==> src/rtl/slotcmd_pkg.sv <==
package slotcmd_pkg;
  localparam int unsigned CW = 16;
  localparam logic [CW-1:0] EXT_FIELDS = 16'h0FC0;
  localparam int unsigned CMPL_BIT = 4;
  localparam int unsigned CCIE_BIT = 4;
  localparam int unsigned HPIE_BIT = 5;

  typedef struct packed {
    logic useHold;
    logic apply;
    logic commit;
    logic setCmpl;
    logic holdLoad;
    logic holdMerge;
  } strobe_t;
endpackage

==> src/rtl/slotcmd_ctrl.sv <==
module slotcmd_ctrl
  import slotcmd_pkg::*;
(
  input  logic    clk,
  input  logic    rstN,
  input  logic    ctrlWr,
  input  logic    extDiff,
  input  logic    ack,
  input  logic    allMode,
  output strobe_t st,
  output logic    busy
);
  logic holdValid;
  logic proc;

  always_comb begin
    proc         = !busy && (holdValid || ctrlWr);
    st.useHold   = holdValid;
    st.apply     = proc;
    st.commit    = busy && ack;
    st.setCmpl   = (busy && ack) || (proc && !extDiff && allMode);
    st.holdLoad  = ctrlWr && (holdValid ? proc : busy);
    st.holdMerge = ctrlWr && holdValid && !proc;
  end

  always_ff @(posedge clk) begin
    if (!rstN) begin
      busy      <= 1'b0;
      holdValid <= 1'b0;
    end else begin
      busy      <= busy ? !ack : (proc && extDiff);
      holdValid <= (holdValid && !proc) || (ctrlWr && (busy || holdValid));
    end
  end

  // an acknowledge ends the outstanding command
  p_ack_done_r4: assert property (@(posedge clk) disable iff (!rstN)
    busy && ack |=> !busy);
  // request stays up until acknowledged
  p_req_held_r10: assert property (@(posedge clk) disable iff (!rstN)
    busy && !ack |=> busy);
endmodule

==> src/rtl/slotcmd_dp.sv <==
module slotcmd_dp
  import slotcmd_pkg::*;
#(
  parameter int unsigned W = CW,
  parameter logic [W-1:0] EXT = EXT_FIELDS
) (
  input  logic         clk,
  input  logic         rstN,
  input  strobe_t      st,
  input  logic [W-1:0] inData,
  input  logic [W-1:0] inMask,
  input  logic         stsClr,
  input  logic         noCap,
  output logic         extDiff,
  output logic [W-1:0] ctrlReg,
  output logic [W-1:0] pendExt,
  output logic         cmplSts,
  output logic         irq
);
  logic [W-1:0] holdData, holdMask, srcData, srcMask, cand;

  always_comb begin
    srcData = st.useHold ? holdData : inData;
    srcMask = st.useHold ? holdMask : inMask;
    cand    = (ctrlReg & ~srcMask) | (srcData & srcMask);
    extDiff = |((cand ^ ctrlReg) & EXT);
    irq     = cmplSts && ctrlReg[CCIE_BIT] && ctrlReg[HPIE_BIT];
  end

  always_ff @(posedge clk) begin
    if (!rstN) begin
      ctrlReg  <= '0;
      pendExt  <= '0;
      holdData <= '0;
      holdMask <= '0;
      cmplSts  <= 1'b0;
    end else begin
      if (st.commit)
        ctrlReg <= (ctrlReg & ~EXT) | pendExt;
      else if (st.apply) begin
        ctrlReg <= (ctrlReg & EXT) | (cand & ~EXT);
        pendExt <= cand & EXT;
      end
      if (st.holdLoad) begin
        holdData <= inData;
        holdMask <= inMask;
      end else if (st.holdMerge) begin
        holdData <= (holdData & ~inMask) | (inData & inMask);
        holdMask <= holdMask | inMask;
      end
      if (st.setCmpl && !noCap) cmplSts <= 1'b1;
      else if (stsClr)          cmplSts <= 1'b0;
    end
  end

  // external fields move only on a commit
  p_ext_hold_r3: assert property (@(posedge clk) disable iff (!rstN)
    !st.commit |=> $stable(ctrlReg & EXT));
  // no completion while the capability is absent
  p_nocap_r7: assert property (@(posedge clk) disable iff (!rstN)
    noCap && !cmplSts |=> !cmplSts);
  // a completion event is never lost to a clear
  p_set_wins_r11: assert property (@(posedge clk) disable iff (!rstN)
    st.setCmpl && !noCap |=> cmplSts);
endmodule

==> src/rtl/slotcmd_top.sv <==
module slotcmd_top
  import slotcmd_pkg::*;
#(
  parameter int unsigned W = CW
) (
  input  logic         clk,
  input  logic         rstN,
  input  logic         wrEn,
  input  logic         wrSel,
  input  logic [W-1:0] wrData,
  input  logic [W-1:0] wrMask,
  input  logic         allWriteMode,
  input  logic         noCmplCap,
  output logic         slotReq,
  input  logic         slotAck,
  output logic [W-1:0] reqFields,
  output logic [W-1:0] slotCtrl,
  output logic         cmdCmplSts,
  output logic         irq
);
  strobe_t st;
  logic    extDiff, busy, ctrlWr, stsClr;

  assign ctrlWr  = wrEn && !wrSel;
  assign stsClr  = wrEn && wrSel && wrData[CMPL_BIT] && wrMask[CMPL_BIT];
  assign slotReq = busy;

  slotcmd_ctrl uCtrl (
    .clk(clk), .rstN(rstN), .ctrlWr(ctrlWr), .extDiff(extDiff),
    .ack(slotAck), .allMode(allWriteMode), .st(st), .busy(busy)
  );

  slotcmd_dp #(.W(W)) uDp (
    .clk(clk), .rstN(rstN), .st(st), .inData(wrData), .inMask(wrMask),
    .stsClr(stsClr), .noCap(noCmplCap), .extDiff(extDiff),
    .ctrlReg(slotCtrl), .pendExt(reqFields), .cmplSts(cmdCmplSts), .irq(irq)
  );
endmodule

==> config.mk <==
export PLATFORM = sky130hd
export DESIGN_NAME = slotcmd_top
export DESIGN_NICKNAME = d
export VERILOG_FILES = /design/src/rtl/slotcmd_pkg.sv /design/src/rtl/slotcmd_ctrl.sv /design/src/rtl/slotcmd_dp.sv /design/src/rtl/slotcmd_top.sv
export SDC_FILE = /design/constraint.sdc
export NUM_CORES = 1
export LEC_CHECK = 0
export ABC_AREA = 1
export BUFFER_PORTS_ARGS = -buffer_cell sky130_fd_sc_hd__buf_2
export CAP_MARGIN = 0
export CORE_UTILIZATION = 50
export DETAILED_ROUTE_END_ITERATION = 6
export GPL_TIMING_DRIVEN = 0
export PLACE_DENSITY = 0.86
export SYNTH_ARGS = -nofsm -noshare
export SYNTH_HDL_FRONTEND = slang
export SYNTH_SLANG_ARGS = --single-unit
==> constraint.sdc <==
create_clock -name clk -period 2.73 [get_ports clk]
set_input_delay 0.4095 -clock clk [delete_from_list [all_inputs] [get_ports clk]]
set_output_delay 0.4095 -clock clk [all_outputs]
set_load 0.01 [all_outputs]
* Word-level counts from Yosys, hierarchy flattened *
Cells that the tools add are included.

storage, ports and cells
  bits in read-only memories = 0
  input port bits = 39
  flip-flop bits (word level) = 57
  bits in writable memories = 0
  bits in latches = 0
  memories = 0

operators by class
  shift operators = 0
  divide/modulo/power cells = 0
  multiply operators = 0
  add/subtract/negate cells = 0
  eq/ne operators = 0
  $lt $le $gt $ge = 0
  bitwise gates (word level) = 13
  reduce and logical (&&, ||, !) cells = 32
  muxes and demuxes = 12

operators with widths
  kind                          count
  2-to-1 mux 16 bit             8
  AND 16 bit                    4
  bitwise OR 16 bit             3
  NOT 16 bit                    2
  logical AND 1 bit             17
  bitwise OR 12 x 16 -> 16 bit  1
  bitwise OR 16 x 12 -> 16 bit  1
  bitwise XOR 12 bit            1
  zero test 1 bit               6
  nonzero test 2 bit            3
  OR reduction 6 bit            1
  logical OR 1 bit              4
  2-to-1 mux 1 bit              4
  AND reduction 2 bit           1
  NOT 1 bit                     1

* Logic depth before layout (Yosys ltp) *
Gate-level depths: netlist of the first run.

  depth in word-level cells = 12
  mapped depth = 13
  mapped depth without buffers = 11

* By module *
From an unflattened synthesis of the first run, not the netlist that was laid out.

second synthesis, totals
  cells, all modules = 451
  area, all modules = 2,955.3 sq um

modules (own cells, without submodules)
  module        cells each  area each (sq um)  sequential area each (sq um)  times used
  slotcmd_dp    424         2,805.2            1,101.1                       1
  slotcmd_ctrl  22          131.4              40.0                          1
  slotcmd_top   5           18.8               0.0                           1

* Worst setup path before layout of the first run *
No wires, ideal clock.

  kind = reg2reg
  start point = register uCtrl.holdValid
  end point = register (tool-made name)
  setup slack = 651 ps
  clock period less this slack = 2,079 ps
  path buffers = 4
  setup time = 119 ps
  cell stages (with the launch flop) = 14
  arrival time = 1,960 ps
  path through = dfxtp_1 -> inv_2 -> buf_6 -> buf_2 -> buf_2 -> ha_1 -> inv_1 -> nor2_2 -> inv_2 -> o31ai_4 -> buf_6 -> o21ai_1 -> o21ai_0 -> a21oi_1

RTL lines
  item                      RTL line            RTL
  start: declaration        slotcmd_ctrl.sv:13  logic holdValid;
  start signal: assignment  slotcmd_ctrl.sv:32  holdValid <= (holdValid && !proc) || (ctrlWr && (busy || holdValid));

==> flow_summary_export.csv, run 1 <==
group,metric,value,unit
placement,post_dp_cell_area,3321,µm²
clock_network,ctsHoldBuffers,0,
floorplanning,die_w,77.92,µm
sta,finalHoldViolations,0,
synthesis,yosys.area_share.simple,0.2293,
worst_setup_path,cp_slowest_cell,"ha_2",
synthesis,synth-compound-area-share,0.2427,
worst_setup_path,startpoint_type,"flip-flop",
sta,relSlewSlack,0.6079,
sta,max_freq,391.5,MHz
clock_network,cts-root-buf,"clkbuf_8",
worst_setup_path,cp.required,2.99,ns
synthesis,synth_xor_area_frac,0,
detailed_routing,num_vias,3210,
synthesis,ys_seq_area_frac,0.3960,
layout,syn_to_final_growth,22.58,%
synthesis,synth_top_family_by_area,"compound AO/OA/AOI/OAI gates",
detailed_routing,wl_per_cell,13.78,µm
placement,gp_congestion,0.8162,
sta,finClkSkew,0.005169,ns
layout,drive_above_1_share,0.2128,
layout,fin_nets,553,
global_routing,grt_pass1_wl,12.81,mm
min_path,hp-class,"in -> reg",
layout,stdcell_area,3532,µm²
clock_network,cts_buffers,9,
detailed_routing,drt_iter0_markers,288,
floorplanning,fp.dieH,77.92,µm
worst_setup_path,crit_path_max_incr_delay,0.39,ns
global_routing,grt_max_degree,11,
power,p_leak,1.600,nW
layout,final_cell_mix,"124 x nand2_1, 71 x buf_2, 57 x dfxtp_1, 51 x a21oi_1, 49 x o21ai_0",
detailed_routing,antenna_left,0,
synthesis,synth_area,2882,µm²
power,ir_drop,368.6,µV
sta,rsz0062_at_grt,"no",
worst_setup_path,end_kind,"flip-flop",
detailed_routing,firstDrtPassIters,5,
layout,diodes,0,
floorplanning,start_util,0.5201,
detailed_routing,drc,0,
sta,finalCriticalPeriod,2.554,ns
worst_setup_path,critPathMaxFanout,10,
run_status,outcome,"completed",
worst_setup_path,path_class,"reg -> reg",
sta,min_period_over_period,0.9355,
layout,final_common_cell,"nand2_1",
sta,tightest_slew,0.5881,ns
power,power_density,566.2,nW/µm²
global_routing,grt_overflow,0,
clock_network,cts_tree,"yes",
floorplanning,ioPinCount,74,
global_routing,grtUsageTotal,0.2759,
synthesis,ys_ff_latch,57,
clock_network,htree_num_levels,3,
synthesis,ys_types,26,
global_routing,grt_pass1_vias,2882,
worst_setup_path,arrival,2.82,ns
clock_network,clkSlewWorstSetupHoldPaths,0.06,ns
synthesis,yosysWarnings,0,
sta,finalSetupTns,0,ns
sta,finalSetupViolations,0,
synthesis,synthMuxAreaShare,0,
run,maxCapViolCount,0,
detailed_routing,wl,8.116,mm
placement,io_buffers,63,
detailed_routing,detail_route.vias_per_cell,5.450,
synthesis,synthAdderAreaFrac,0.008684,
placement,post-dp-hpwl,5.556,mm
worst_setup_path,cp_cell_sequence,"inv_2 > buf_6 > buf_2 > buf_2 > ha_2 > inv_1 > nor2_2 > inv_2 > o31ai_4 > buf_6 > o21ai_1 > o21ai_1 > a21oi_1",
floorplanning,rows,27,
clock_network,clock_path_buffers,2,
synthesis,avgSynthCellArea,6.717,µm²
clock_network,cts.sinks,57,
floorplanning,core,5540,µm²
global_routing,antenna_found_initial,0,
synthesis,synthCells,429,
floorplanning,die-area,6071,µm²
clock_network,clk_latency,0.34,ns
sta,drv_slew,0,
## repair_timing
| item | 4_1_cts | 5_1_grt |
|---|---|---|
| hold endpoints to repair | 0 | 0 |
| endpoints found under the setup margin | 0 | 8 |
| gates resized for setup | 0 | 3 |
| buffers inserted | 0 | 0 |
## final timing paths
| kind | from | endpoint | slack, ns | depth (start not counted) |
|---|---|---|---|---|
| worst max register to register | uCtrl.holdValid$_SDFF_PN0_ | flip-flop | 0.18 | 13 |
| worst max-delay path | uCtrl.holdValid$_SDFF_PN0_ | flip-flop | 0.18 | 13 |
| worst min register to register | uDp.ctrlReg[1]$_SDFFE_PN0P_ | uDp.ctrlReg[1]$_SDFFE_PN0P_ | 0.44 | 2 |
| worst min-delay path | noCmplCap | uDp.cmplSts$_SDFFE_PN0P_ | 0.33 | 4 |
## critical path: cells and delay by family, from the launching register on
kind / cells / cell delay, ns
simple gates: 1 / 0.04
flops: 1 / 0.34
buf+inv: 7 / 1.16
fa+ha+maj: 1 / 0.39
compound gates: 4 / 0.52
## synth_stat cells (all sizes together)
master / n / share of area
inv: 42 / 0.055
nand3: 9 / 0.016
conb: 1 / 0.0013
buf: 23 / 0.057
nor2: 17 / 0.023
o21a: 1 / 0.0026
ha: 2 / 0.0087
clkinv: 1 / 0.0013
o21ai: 77 / 0.13
o31ai: 1 / 0.0074
nand4: 1 / 0.0022
nand2: 124 / 0.16
nand3b: 5 / 0.013
dfxtp: 57 / 0.40
o211ai: 4 / 0.010
clkbuf: 7 / 0.0091
a21oi: 51 / 0.089
or2: 6 / 0.014
## area by class of cell
cell class | instances | area, µm²
Tap cell | 72 | 90.09
Clock inverter | 2 | 35.03
Inverter | 43 | 161.4
Timing Repair Buffer | 63 | 315.3
Fill cell | 507 | 2008
Buffer | 30 | 191.4
Clock buffer | 14 | 172.7
Multi-Input combinational cell | 308 | 1425
Sequential cell | 57 | 1141
## cells by family (layout without fill, tap and decap cells)
logic type	count (synthesis)	count (layout)
simple gates	162	162
compound gates	134	134
buf+inv	73	152
flops	57	57
fa+ha+maj	2	2
other cells	1	10
## per-stage QoR
stage	hold WS (ns)	instances	total power [W]	util	setup WS, ns
2_1_floorplan	0.4246	438	0.001068	-	0.6509
3_3_place_gp	0.4306	573	0.001164	0.5994	0.2793
3_5_place_dp	0.4353	573	0.001174	0.5994	0.2159
4_1_cts	0.3319	589	0.001991	0.6369	0.1849
5_1_grt	0.3375	589	0.002071	0.6375	0.04985
6_report	0.3324	589	0.002000	0.6375	0.1760
## metal layers
metal / global-route usage / share of wire
met1: 0.3180 / 0.40
met2: 0.4770 / 0.49
met3: 0.05176 / 0.076
met4: 0.1574 / 0.030
met5: 0 / 0
## power by group
| part | leakage, nW | switching [W] | total, W | internal [W] |
|---|---|---|---|---|
| Clock | 0.107 | 0.000339 | 0.000834 | 0.000496 |
| Combinational | 1.03 | 0.000174 | 0.000279 | 0.000106 |
| Sequential | 0.463 | 0.0000204 | 0.000886 | 0.000866 |
| Total | 1.60 | 0.000532 | 0.00200 | 0.00147 |
Power figures use the tool's default switching activity.
==> inputs of run 2 (changes only) <==
--- a/config.mk
+++ b/config.mk
@@ -11,7 +11,7 @@
 export CORE_UTILIZATION = 50
 export DETAILED_ROUTE_END_ITERATION = 6
 export GPL_TIMING_DRIVEN = 0
-export PLACE_DENSITY = 0.86
+export PLACE_DENSITY_LB_ADDON = 0.25
 export SYNTH_ARGS = -nofsm -noshare
 export SYNTH_HDL_FRONTEND = slang
 export SYNTH_SLANG_ARGS = --single-unit
==> run 2 against run 1 <==
Effect of this change:
- clock power up 2.4%
- die area unchanged
- sequential share of layout area decreased by 0.057 points
- highest routed layer unchanged
- largest cell class unchanged
- critical path depth stayed put
- sequential power about the same
- non-clock buffer count unchanged
==> flow_summary_export.csv, run 2 (synthesized netlist as in run 1, its figures left out) <==
group,metric,value,unit
run_status,outcome,"completed",
worst_setup_path,path_class,"reg -> reg",
floorplanning,ioPinCount,74,
sta,finClkSkew,0.009254,ns
detailed_routing,num_vias,3023,
floorplanning,start_util,0.5201,
layout,final_cell_mix,"124 x nand2_1, 71 x buf_2, 57 x dfxtp_1, 51 x a21oi_1, 49 x o21ai_0",
worst_setup_path,arrival,2.76,ns
detailed_routing,wl_per_cell,13.04,µm
power,ir_drop,360.7,µV
global_routing,grt.met2_usage,0.4274,
floorplanning,die-area,6071,µm²
placement,gp_congestion,0.8052,
placement,post_dp_cell_area,3321,µm²
layout,drive_above_1_share,0.2151,
worst_setup_path,cp_cell_sequence,"inv_2 > buf_6 > buf_2 > buf_2 > ha_2 > inv_1 > nor2_2 > inv_2 > o31ai_4 > buf_6 > o21ai_1 > o21ai_0 > a21oi_1",
run,maxCapViolCount,0,
clock_network,cts-root-buf,"clkbuf_8",
layout,syn_to_final_growth,22.80,%
clock_network,ctsHoldBuffers,0,
detailed_routing,detail_route.vias_per_cell,5.141,
global_routing,grt_pass1_vias,2748,
clock_network,htree_num_levels,3,
power,p_int,0.001486,W
global_routing,grtUsageTotal,0.2708,
clock_network,cts.sinks,57,
clock_network,cts_tree,"yes",
clock_network,cts_buffers,9,
sta,finalSetupTns,0,ns
power,p_sw,0.0005268,W
power,switching_share,0.2617,
sta,finalHoldViolations,0,
clock_network,postCtsSetupRepairBufs,0,
sta,max_freq,394.4,MHz
clock_network,clk_latency,0.34,ns
layout,final_common_cell,"nand2_1",
layout,fin_nets,553,
worst_setup_path,cp_slowest_cell,"ha_2",
worst_setup_path,crit_buf_inv,7,
sta,finalCriticalPeriod,2.535,ns
power,p_leak,1.605,nW
floorplanning,rows,27,
power,seqPwrFrac,0.440,
worst_setup_path,critPathMaxFanout,10,
power,pwr-share-comb,0.136,
global_routing,grt_busiest_layer,"met2",
floorplanning,core,5540,µm²
power,power_density,568.9,nW/µm²
min_path,hp-class,"in -> reg",
floorplanning,die_w,77.92,µm
clock_network,post_cts_resized,0,
sta,drv_slew,0,
global_routing,antenna_found_initial,0,
layout,diodes,0,
worst_setup_path,end_kind,"flip-flop",
worst_setup_path,cp_top_family,"buffers and inverters",
placement,io_buffers,63,
sta,min_period_over_period,0.9287,
worst_setup_path,crit_path_max_incr_delay,0.46,ns
power,p_clk_frac,0.424,
detailed_routing,wl,7.667,mm
sta,relSlewSlack,0.6104,
detailed_routing,drt_iter0_markers,201,
clock_network,clock_path_buffers,2,
sta,tightest_slew,0.5843,ns
placement,post-dp-hpwl,5.326,mm
global_routing,grtUsageMet3,0.05765,
floorplanning,fp.dieH,77.92,µm
detailed_routing,antenna_left,0,
global_routing,globalRouteMet1Util,0.3394,
worst_setup_path,cp.required,2.96,ns
global_routing,grt_overflow,0,
layout,stdcell_area,3538,µm²
detailed_routing,firstDrtPassIters,5,
sta,rsz0062_at_grt,"no",
worst_setup_path,startpoint_type,"flip-flop",
clock_network,clkSlewWorstSetupHoldPaths,0.07,ns
power,finalPower,0.002013,W
sta,finalSetupViolations,0,
global_routing,grt_pass1_wl,12.53,mm
global_routing,grt_max_degree,11,
detailed_routing,drc,0,
## run 2: cell count changes in the layout (fill, tap and decap cells not counted)
cell	delta
clkbuf_1	-2
clkbuf_8	+1
## run 2: stage by stage
step,worst slack [ns],hold WS (ns),cells,utilization
6_report,0.1948,0.3287,588,0.6387
2_1_floorplan,0.6509,0.4246,438,-
4_1_cts,0.1609,0.3236,588,0.6380
3_3_place_gp,0.2429,0.4294,573,0.5994
5_1_grt,0.05356,0.3384,588,0.6387
3_5_place_dp,0.1811,0.4359,573,0.5994
## run 2: power groups by stage
stage	sequential, W	clock (W)	combinational, W
floorplan	0.000912	0	0.000155
global placement	0.000902	0	0.000264
detailed placement	0.000903	0	0.000268
CTS	0.000885	0.000856	0.000270
global route	0.000890	0.000891	0.000307
finish	0.000885	0.000854	0.000274
## run 2: area by class of cell
cell class / instances / area, µm²
fill: 517 / 2002
multi-input combinational: 308 / 1425
tap: 72 / 90.09
sequential: 57 / 1141
buffer: 30 / 191.4
clock inverter: 2 / 35.03
clock buffer: 13 / 178.9
inverter: 43 / 161.4
timing repair buffer: 63 / 315.3
## run 2: layer usage
layer,wire (µm),vias to the layer above
met2,3501,102
met1,3536,1367
met4,189,0
li1,-,1539
met3,440,15
met5,0,-
## run 2: worst paths after layout
check                              startpoint                             to  slack [ns]  cells after the start
hold / removal                     wrMask[15]  uDp.holdMask[15]$_SDFFE_PN0P_        0.33                      3
setup / recovery   uCtrl.holdValid$_SDFF_PN0_                      flip-flop        0.19                     13
setup reg to reg   uCtrl.holdValid$_SDFF_PN0_                      flip-flop        0.19                     13
hold reg to reg   uDp.ctrlReg[1]$_SDFFE_PN0P_    uDp.ctrlReg[1]$_SDFFE_PN0P_        0.44                      2
## run 2: worst reg2reg max path: cells and delay by family, from the launching register on
kind	cells	cell delay (ns)
AO/OA/AOI/OAI	4	0.45
adder cells (fa/ha/maj)	1	0.46
buffers and inverters	7	1.00
flip-flops	1	0.39
AND/OR/NAND/NOR	1	0.11
